[config.mk]
export PLATFORM = sky130hd
export DESIGN_NAME = seq_mult_core
export DESIGN_NICKNAME = d
export VERILOG_FILES = /design/src/rtl/seq_mult_pkg.sv /design/src/rtl/seq_mult_count.sv /design/src/rtl/seq_mult_fsm.sv /design/src/rtl/seq_mult_step.sv /design/src/rtl/seq_mult_datapath.sv /design/src/rtl/seq_mult_core.sv
export SDC_FILE = /design/constraint.sdc
export NUM_CORES = 1
export LEC_CHECK = 0
export BUFFER_PORTS_ARGS = -buffer_cell sky130_fd_sc_hd__buf_2
export CAP_MARGIN = 20
export CELL_PAD_IN_SITES_DETAIL_PLACEMENT = 0
export CELL_PAD_IN_SITES_GLOBAL_PLACEMENT = 2
export CORE_MARGIN = 2
export CORE_UTILIZATION = 35
export CTS_CLUSTER_SIZE = 10
export DETAILED_ROUTE_END_ITERATION = 10
export PLACE_DENSITY = 0.94
export SYNTH_ARGS = -nofsm -noshare
export SYNTH_HDL_FRONTEND = slang
export SYNTH_SLANG_ARGS = --single-unit
[constraint.sdc]
create_clock -name clk -period 7.7 [get_ports clk]
set_input_delay 0.77 -clock clk [delete_from_list [all_inputs] [get_ports clk]]
set_output_delay 0.77 -clock clk [all_outputs]
set_load 0.03 [all_outputs]
[src/rtl/seq_mult_pkg.sv]
package seq_mult_pkg;

    typedef enum logic [1:0] {
        ST_IDLE = 2'd0,
        ST_RUN  = 2'd1,
        ST_DONE = 2'd2
    } mult_state_e;

endpackage

[src/rtl/seq_mult_count.sv]
module seq_mult_count #(
    parameter int N = 8
) (
    input  logic clk,
    input  logic rst,
    input  logic load,
    input  logic step,
    output logic last
);
    localparam int CW = $clog2(N + 1);

    logic [CW-1:0] left_q;

    always_ff @(posedge clk) begin
        if (rst) begin
            left_q <= '0;
        end else if (load) begin
            left_q <= CW'(N);
        end else if (step) begin
            left_q <= left_q - 1'b1;
        end
    end

    assign last = (left_q == CW'(1));
endmodule

[src/rtl/seq_mult_fsm.sv]
module seq_mult_fsm
    import seq_mult_pkg::*;
(
    input  logic clk,
    input  logic rst,
    input  logic start,
    input  logic last,
    output logic busy,
    output logic done,
    output logic load,
    output logic step
);
    mult_state_e state_q, state_d;

    // state register
    always_ff @(posedge clk) begin
        if (rst) begin
            state_q <= ST_IDLE;
        end else begin
            state_q <= state_d;
        end
    end

    // transitions
    always_comb begin
        state_d = state_q;
        unique case (state_q)
            ST_IDLE: state_d = start ? ST_RUN : ST_IDLE;
            ST_RUN:  state_d = last ? ST_DONE : ST_RUN;
            ST_DONE: state_d = start ? ST_RUN : ST_IDLE;
            default: state_d = ST_IDLE;
        endcase
    end

    // outputs
    always_comb begin
        busy = 1'b0;
        done = 1'b0;
        load = 1'b0;
        step = 1'b0;
        unique case (state_q)
            ST_IDLE: load = start;
            ST_RUN: begin
                busy = 1'b1;
                step = 1'b1;
            end
            ST_DONE: begin
                done = 1'b1;
                load = start;
            end
            default: ;
        endcase
    end
endmodule

[src/rtl/seq_mult_step.sv]
module seq_mult_step #(
    parameter int N = 8
) (
    input  logic         booth,
    input  logic [N-1:0] hi,
    input  logic [N-1:0] lo,
    input  logic         flag,
    input  logic [N-1:0] mcand,
    output logic [N-1:0] hi_n,
    output logic [N-1:0] lo_n,
    output logic         flag_n
);
    logic [N:0]   sum_u;
    logic [N-1:0] acc_s;
    logic [N-1:0] add_term;
    logic [N-1:0] sub_term;

    always_comb begin
        add_term = flag ? mcand : '0;
        sub_term = lo[0] ? mcand : '0;
        // unsigned: carry out of the add becomes the new MSB
        sum_u = {1'b0, hi} + {1'b0, add_term};
        // Booth pair: previous bit adds, current bit subtracts
        acc_s = hi + add_term - sub_term;
        if (booth) begin
            hi_n = {acc_s[N-1], acc_s[N-1:1]};
            lo_n = {acc_s[0], lo[N-1:1]};
        end else begin
            hi_n = sum_u[N:1];
            lo_n = {sum_u[0], lo[N-1:1]};
        end
        flag_n = lo[0];
    end
endmodule

[src/rtl/seq_mult_datapath.sv]
module seq_mult_datapath #(
    parameter int N = 8
) (
    input  logic           clk,
    input  logic           rst,
    input  logic           load,
    input  logic           step,
    input  logic           signed_mode,
    input  logic [N-1:0]   mcand,
    input  logic [N-1:0]   mplier,
    output logic [2*N-1:0] product,
    output logic           ovf
);
    localparam logic [N-1:0] MOST_NEG = {1'b1, {(N-1){1'b0}}};

    logic [N-1:0] hi_q, lo_q, mcand_q;
    logic         flag_q, booth_q, ovf_q;
    logic [N-1:0] hi_n, lo_n;
    logic         flag_n;

    seq_mult_step #(.N(N)) step_i (
        .booth  (booth_q),
        .hi     (hi_q),
        .lo     (lo_q),
        .flag   (flag_q),
        .mcand  (mcand_q),
        .hi_n   (hi_n),
        .lo_n   (lo_n),
        .flag_n (flag_n)
    );

    always_ff @(posedge clk) begin
        if (rst) begin
            hi_q    <= '0;
            lo_q    <= '0;
            mcand_q <= '0;
            flag_q  <= 1'b0;
            booth_q <= 1'b0;
            ovf_q   <= 1'b0;
        end else if (load) begin
            hi_q    <= '0;
            mcand_q <= mcand;
            booth_q <= signed_mode;
            ovf_q   <= signed_mode && (mcand == MOST_NEG);
            if (signed_mode) begin
                lo_q   <= mplier;
                flag_q <= 1'b0;
            end else begin
                lo_q   <= {1'b0, mplier[N-1:1]};
                flag_q <= mplier[0];
            end
        end else if (step) begin
            hi_q   <= hi_n;
            lo_q   <= lo_n;
            flag_q <= flag_n;
        end
    end

    assign product = {hi_q, lo_q};
    assign ovf     = ovf_q;
endmodule

[src/rtl/seq_mult_core.sv]
module seq_mult_core #(
    parameter int N = 8
) (
    input  logic           clk,
    input  logic           rst,
    input  logic           start,
    input  logic           signed_mode,
    input  logic [N-1:0]   mcand,
    input  logic [N-1:0]   mplier,
    output logic           busy,
    output logic           done,
    output logic [2*N-1:0] product,
    output logic           ovf
);
    logic load, step, last;

    seq_mult_fsm fsm_i (
        .clk   (clk),
        .rst   (rst),
        .start (start),
        .last  (last),
        .busy  (busy),
        .done  (done),
        .load  (load),
        .step  (step)
    );

    seq_mult_count #(.N(N)) count_i (
        .clk  (clk),
        .rst  (rst),
        .load (load),
        .step (step),
        .last (last)
    );

    seq_mult_datapath #(.N(N)) dp_i (
        .clk         (clk),
        .rst         (rst),
        .load        (load),
        .step        (step),
        .signed_mode (signed_mode),
        .mcand       (mcand),
        .mplier      (mplier),
        .product     (product),
        .ovf         (ovf)
    );
endmodule

==> metrics.yaml, run 1 <==
drtPass1Iterations: 4
synth_mux_area_share_pct: 1.596
antenna_cells: 0
yosysUniqueCellTypes: 51
preCtsSetupSlack_ns: 4.608
setup-violations-final: 0
routed_via_density: 5.160
grt_antenna_before_repair: 0
slowest_stage: "inv_1"
cp.required_ns: 6.93
grt.total_usage_pct: 16.73
finalHoldViolCount: 0
cts_tree: "done"
synth_edf_count: 0
clkLatencyLatePin_ns: 0.29
netlist_area_um2: 2509
critPathLaunchType: "register"
cts.sinks: 33
p_sw_uw: 166.4
slew_violations: 0
max_slew.worst_pin.slew_ns: 0.9929
drv_cap: 0
routedWlPerCell_um: 13.78
fp.dieH_um: 88.66
p_total_uw: 496.0
die_area_um2: 7861
synthCells: 326
max_slew_margin_pct: 33.73
overflow: 0
hold_class: "register to register"
fmax_mhz: 317.6
tns_ns: 0
async_reset_ff_share_pct: 0
grtUsageMet1_pct: 23.74
dr_total_vias: 2317
p_per_area_nw_per_um2: 175.6
period_needed_ns: 3.149
grt_max_degree: 31
die_x_um: 88.66
fillers: 733
grtUsageMet3_pct: 4.291
hpwl_um: 4446
synth-compound-area-share_pct: 24.34
grt_pass1_wl_um: 10310
power_frac_comb_pct: 26.7
grt_pass1_vias: 2136
reg2reg_slack_ns: 4.63
finClkSkew_ns: 0.006340
p_leak_nw: 1.183
dp.cells: 442
boundaryPins: 39
fin_crit_sh_pct: 40.89
internal_power_uw: 329.6
critical_path_class: "register to output pin"
grt.busiest_layer: "met2"
clk_pin_slew_ns: 0.07
power_frac_clock_pct: 33.1
p_seq_share_pct: 40.2
endpoint: "busy"
fin_ws_ns: 4.551
synth-seq-cells: 33
worstPathMaxFanout: 29
synth-xor-area-share_pct: 4.838
htree_levels: 2
clk_path_buf_depth: 2
reg2reg_to: "dp_i.hi_q[6]$_SDFFE_PP0P_"
core_um2: 6869
place_congestion: 0.7997
endpoint_kind: "output pin"
area_delta_synth_final_pct: 12.62
drc: 0
yosysSeqAreaShare_pct: 26.33
numCtsBuffers: 5
final_nets: 396
slowest_delay_ns: 0.93
synth_fa_ha_area_share_pct: 12.67
rows: 30
ys.flop_type: "dfxtp_1"
use_met2_pct: 25.44
post_cts_buffers: 0
syn_nets: 369
synth_top_family_by_area: "compound AO/OA/AOI/OAI gates"
syn_avg_cell_area_um2: 7.695
synth_top_area_share_pct: 26.33
hold_buffers: 0
swShare_pct: 33.55
cp_cell_sequence: "nand2b_1 > inv_1 > buf_2"
drive_gt1_share_pct: 16.71
crit_start: "fsm_i.state_q[1]$_SDFF_PP0_"
yosysTopAreaCell: "dfxtp_1"
port-buffer-count: 38
ctsResizeCount: 0
grt_setup_unrepaired: "false"
ant_nets: 0
stdcell_count: 449
drtIter0Drc: 118
cp.arrival_ns: 2.38
yosys.area_share.simple_pct: 21.55
synth_area_leaders: "dfxtp_1 26%, ha_1 9.5%, nand2_1 9.0%"
wirelength_um: 6186
ir_worst_vdd_mv: 0.09426
final_util_pct: 41.13
r2r-start: "dp_i.flag_q$_SDFFE_PP0P_"
yosys_warnings: 0
initial_core_util_pct: 36.52
ff2ff_path_depth: 10
status: "completed"
root_buffer: "clkbuf_8"
## worst max-delay path: cells and delay by family (launching register included)
family	cells	cell delay [ns]
flip-flops	1	0.31
AND/OR/NAND/NOR	1	0.50
buffers and inverters	2	1.27
## synth_stat cells (6+ instances only)
cell	n
a211oi_1	9
clkbuf_1	8
a311oi_1	8
dfxtp_1	33
buf_2	6
inv_1	26
nor2b_1	9
a21oi_1	30
nor2_1	12
o211ai_1	7
ha_1	19
xnor2_1	10
nand2_1	60
o21ai_0	9
## registers in the layout, summed over array words and instances (netlist names)
name	cells
dp_i.lo_q	8
dp_i.booth_q	1
dp_i.hi_q	8
fsm_i.state_q	2
dp_i.ovf	1
dp_i.flag_q	1
count_i.left_q	4
dp_i.mcand_q	8
## power by group through the flow
| stage | sequential (mW) | clock, mW | combinational, mW |
|---|---|---|---|
| floorplan | 0.207 | 0 | 0.0979 |
| finish | 0.199 | 0.164 | 0.133 |
| detailed placement | 0.203 | 0 | 0.132 |
| CTS | 0.199 | 0.167 | 0.133 |
| global placement | 0.203 | 0 | 0.132 |
| global route | 0.202 | 0.171 | 0.149 |
## logic make-up after synthesis
group	count (synthesis)
xor gates and xnor gates	13
muxes	4
and+or+nand+nor	114
DFF	33
adders and majority gates	23
AOI/OAI and AO/OA	92
buffers and inverters	47
## cell type report
type	count	area [um^2]	share of cell area [%]
Clock inverter	2	35.03	1.240
Clock buffer	5	68.82	2.436
Inverter	26	97.59	3.454
Timing Repair Buffer	41	212.7	7.529
Tap cell	96	120.1	4.252
Multi-Input combinational cell	246	1630	57.71
Sequential cell	33	660.6	23.38
## through the flow
step | hold slack (ns) | area [um^2]
after floorplan | 0.4400 | 2509
after global placement | 0.4419 | 2721
after detailed placement | 0.4410 | 2721
after CTS | 0.4511 | 2825
after global routing | 0.4611 | 2825
final | 0.4482 | 2825
## worst min-delay path by stage
stage                                 start                      endpoint  slack (ns)  cells after the start
2_1_floorplan  dp_i.mcand_q[0]$_SDFFE_PP0P_  dp_i.mcand_q[0]$_SDFFE_PP0P_        0.44                      2
3_3_place_gp          dp_i.ovf$_SDFFE_PP0P_         dp_i.ovf$_SDFFE_PP0P_        0.44                      2
3_5_place_dp          dp_i.ovf$_SDFFE_PP0P_         dp_i.ovf$_SDFFE_PP0P_        0.44                      2
4_1_cts               dp_i.ovf$_SDFFE_PP0P_         dp_i.ovf$_SDFFE_PP0P_        0.45                      2
5_1_grt               dp_i.ovf$_SDFFE_PP0P_         dp_i.ovf$_SDFFE_PP0P_        0.46                      2
6_report              dp_i.ovf$_SDFFE_PP0P_         dp_i.ovf$_SDFFE_PP0P_        0.45                      2
## placed cells by master (no fill, tap or decap), types with 5 or more instances in the layout
cell,instances
xnor2_1,10
inv_1,26
nor2b_1,9
a311oi_1,8
clkbuf_8,5
nor2_1,12
o211ai_1,7
a21oi_1,30
o21ai_0,9
buf_2,38
nand2_1,60
a211oi_1,9
ha_1,19
dfxtp_1,33
## routing by layer
layer	up-vias	wire, um
met4	0	57
li1	1188	-
met5	-	0
met2	57	2694
met3	8	376
met1	1064	3056
Note: power is estimated with default switching activity, not from simulation.
==> run 2, diff against run 1 <==
Settings changed: CORE_UTILIZATION 35 to 33, PLACE_DENSITY 0.94 to 0.9.
Clock period 7.7 ns to 2.9 ns, I/O delays scaled along.
==> metrics.yaml, run 2 (synthesized netlist as in run 1, its figures left out) <==
layout_commonest_cell: "nand2_1"
finClkSkew_ns: 0.004244
boundaryPins: 39
die_area_um2: 8316
swShare_pct: 33.23
grt_setup_unrepaired: "false"
stdcell_count: 461
wl_met3_um: 332
ctsResizeCount: 0
clkLatencyLatePin_ns: 0.30
grt_pass1_wl_um: 11300
tns_ns: 0
routedWlPerCell_um: 14.49
grt_pass1_vias: 2253
drtIter0Drc: 67
post_cts_buffers: 0
cts.sinks: 33
numCtsBuffers: 5
worstPathMaxFanout: 7
status: "completed"
grt.total_usage_pct: 16.74
ant_nets: 0
overflow: 0
hpwl_um: 4946
core_um2: 7292
power_frac_comb_pct: 27.6
root_buffer: "clkbuf_8"
largestRegisters: "dp_i.hi_q x8, dp_i.lo_q x8, dp_i.mcand_q x8"
whs_ns: 0.2406
clk_path_buf_depth: 2
endpoint_kind: "register"
p_leak_nw: 1.228
initial_core_util_pct: 34.40
ir_worst_vdd_mv: 0.2037
critPathLaunchType: "register"
area_delta_synth_final_pct: 15.81
final_nets: 404
p_sw_uw: 455.0
dp.cells: 453
htree_levels: 2
power_frac_clock_pct: 34.7
grt_max_degree: 31
drv_cap: 0
cts_tree: "done"
finalHoldViolCount: 0
fp.dieH_um: 91.19
cp.arrival_ns: 2.94
cp.required_ns: 3.12
dr_total_vias: 2356
drc: 0
fmax_mhz: 368.0
final-seq-area_um2: 660.6
fillers: 801
port-buffer-count: 38
route.met2.wl_um: 2828
clk_pin_slew_ns: 0.08
slew_violations: 0
highest_layer: "met4"
place_congestion: 0.7998
p_seq_share_pct: 37.7
wirelength_um: 6680
max_slew.worst_pin.slew_ns: 0.5111
hold_buffers: 0
critical_path_class: "register to register"
internal_power_uw: 914.2
drtPass1Iterations: 4
rows: 31
die_x_um: 91.19
grt_antenna_before_repair: 0
wl_met1_um: 3429
p_per_area_nw_per_um2: 471.3
period_needed_ns: 2.717
fin_crit_sh_pct: 93.69
multiInputGateArea_um2: 1630
mostFrequentLayoutCells: "60 x nand2_1, 38 x buf_2, 33 x dfxtp_1"
max_slew_margin_pct: 65.92
routed_via_density: 5.111
antenna_cells: 0
drive_gt1_share_pct: 18.78
hold_class: "primary input to register"
setup-violations-final: 0
[run 2: cell types whose count changed in the layout (fill, tap and decap cells not counted)]
cell	previous run	this run
buf_4	3	11
clkbuf_8	5	6
clkinv_2	1	0
clkinvlp_4	0	1
[run 2: power groups by stage]
stage | Clock (mW) | Sequential (mW) | Combinational [mW]
2_1_floorplan | 0 | 0.549 | 0.260
3_3_place_gp | 0 | 0.526 | 0.375
3_5_place_dp | 0 | 0.527 | 0.378
4_1_cts | 0.486 | 0.517 | 0.380
5_1_grt | 0.508 | 0.522 | 0.423
6_report | 0.475 | 0.517 | 0.378
[run 2: final cells by class]
cell class / instances / area share (%)
multi-input cells: 246 / 56.12
clock inverters: 2 / 1.292
flip-flops and latches: 33 / 22.74
inverters: 26 / 3.359
repair buffers: 49 / 9.388
well taps: 99 / 4.264
clock buffers: 6 / 2.842
[run 2: per-stage QoR]
stage	setup WS [ns]	area (um^2)	utilization (%)	power, mW
3_5_place_dp	0.1913	2785	38.19	0.9054
3_3_place_gp	0.2844	2785	38.19	0.9007
5_1_grt	0.01399	2905	39.84	1.453
4_1_cts	0.1716	2905	39.84	1.383
6_report	0.1829	2905	39.84	1.369
2_1_floorplan	0.2441	2509	-	0.8091
[run 2: metal layers]
layer  track usage, %  vias to the layer above
met3            3.817                        8
met1            23.91                     1089
li1                 -                     1207
met5                0                        -
met4            5.051                        0
met2            25.00                       52
[run 2: worst paths after layout]
check / from / slack (ns) / end / cells past startpoint
max: dp_i.lo_q[0]$_SDFFE_PP0P_ / 0.18 / dp_i.hi_q[7]$_SDFFE_PP0P_ / 10
min reg2reg: dp_i.ovf$_SDFFE_PP0P_ / 0.45 / dp_i.ovf$_SDFFE_PP0P_ / 2
max reg2reg: dp_i.lo_q[0]$_SDFFE_PP0P_ / 0.18 / dp_i.hi_q[7]$_SDFFE_PP0P_ / 10
min: mcand[6] / 0.24 / dp_i.mcand_q[6]$_SDFFE_PP0P_ / 3
[run 2: worst max-delay path, stage by stage, from the launching register on]
cell       delay, ns
dfxtp_1         0.47
xor2_2          0.25
nand2_1         0.10
ha_1            0.34
ha_1            0.31
a21oi_1         0.18
o2111ai_1       0.21
o31ai_1         0.28
mux2i_1         0.27
o31ai_1         0.09
a31oi_1         0.15
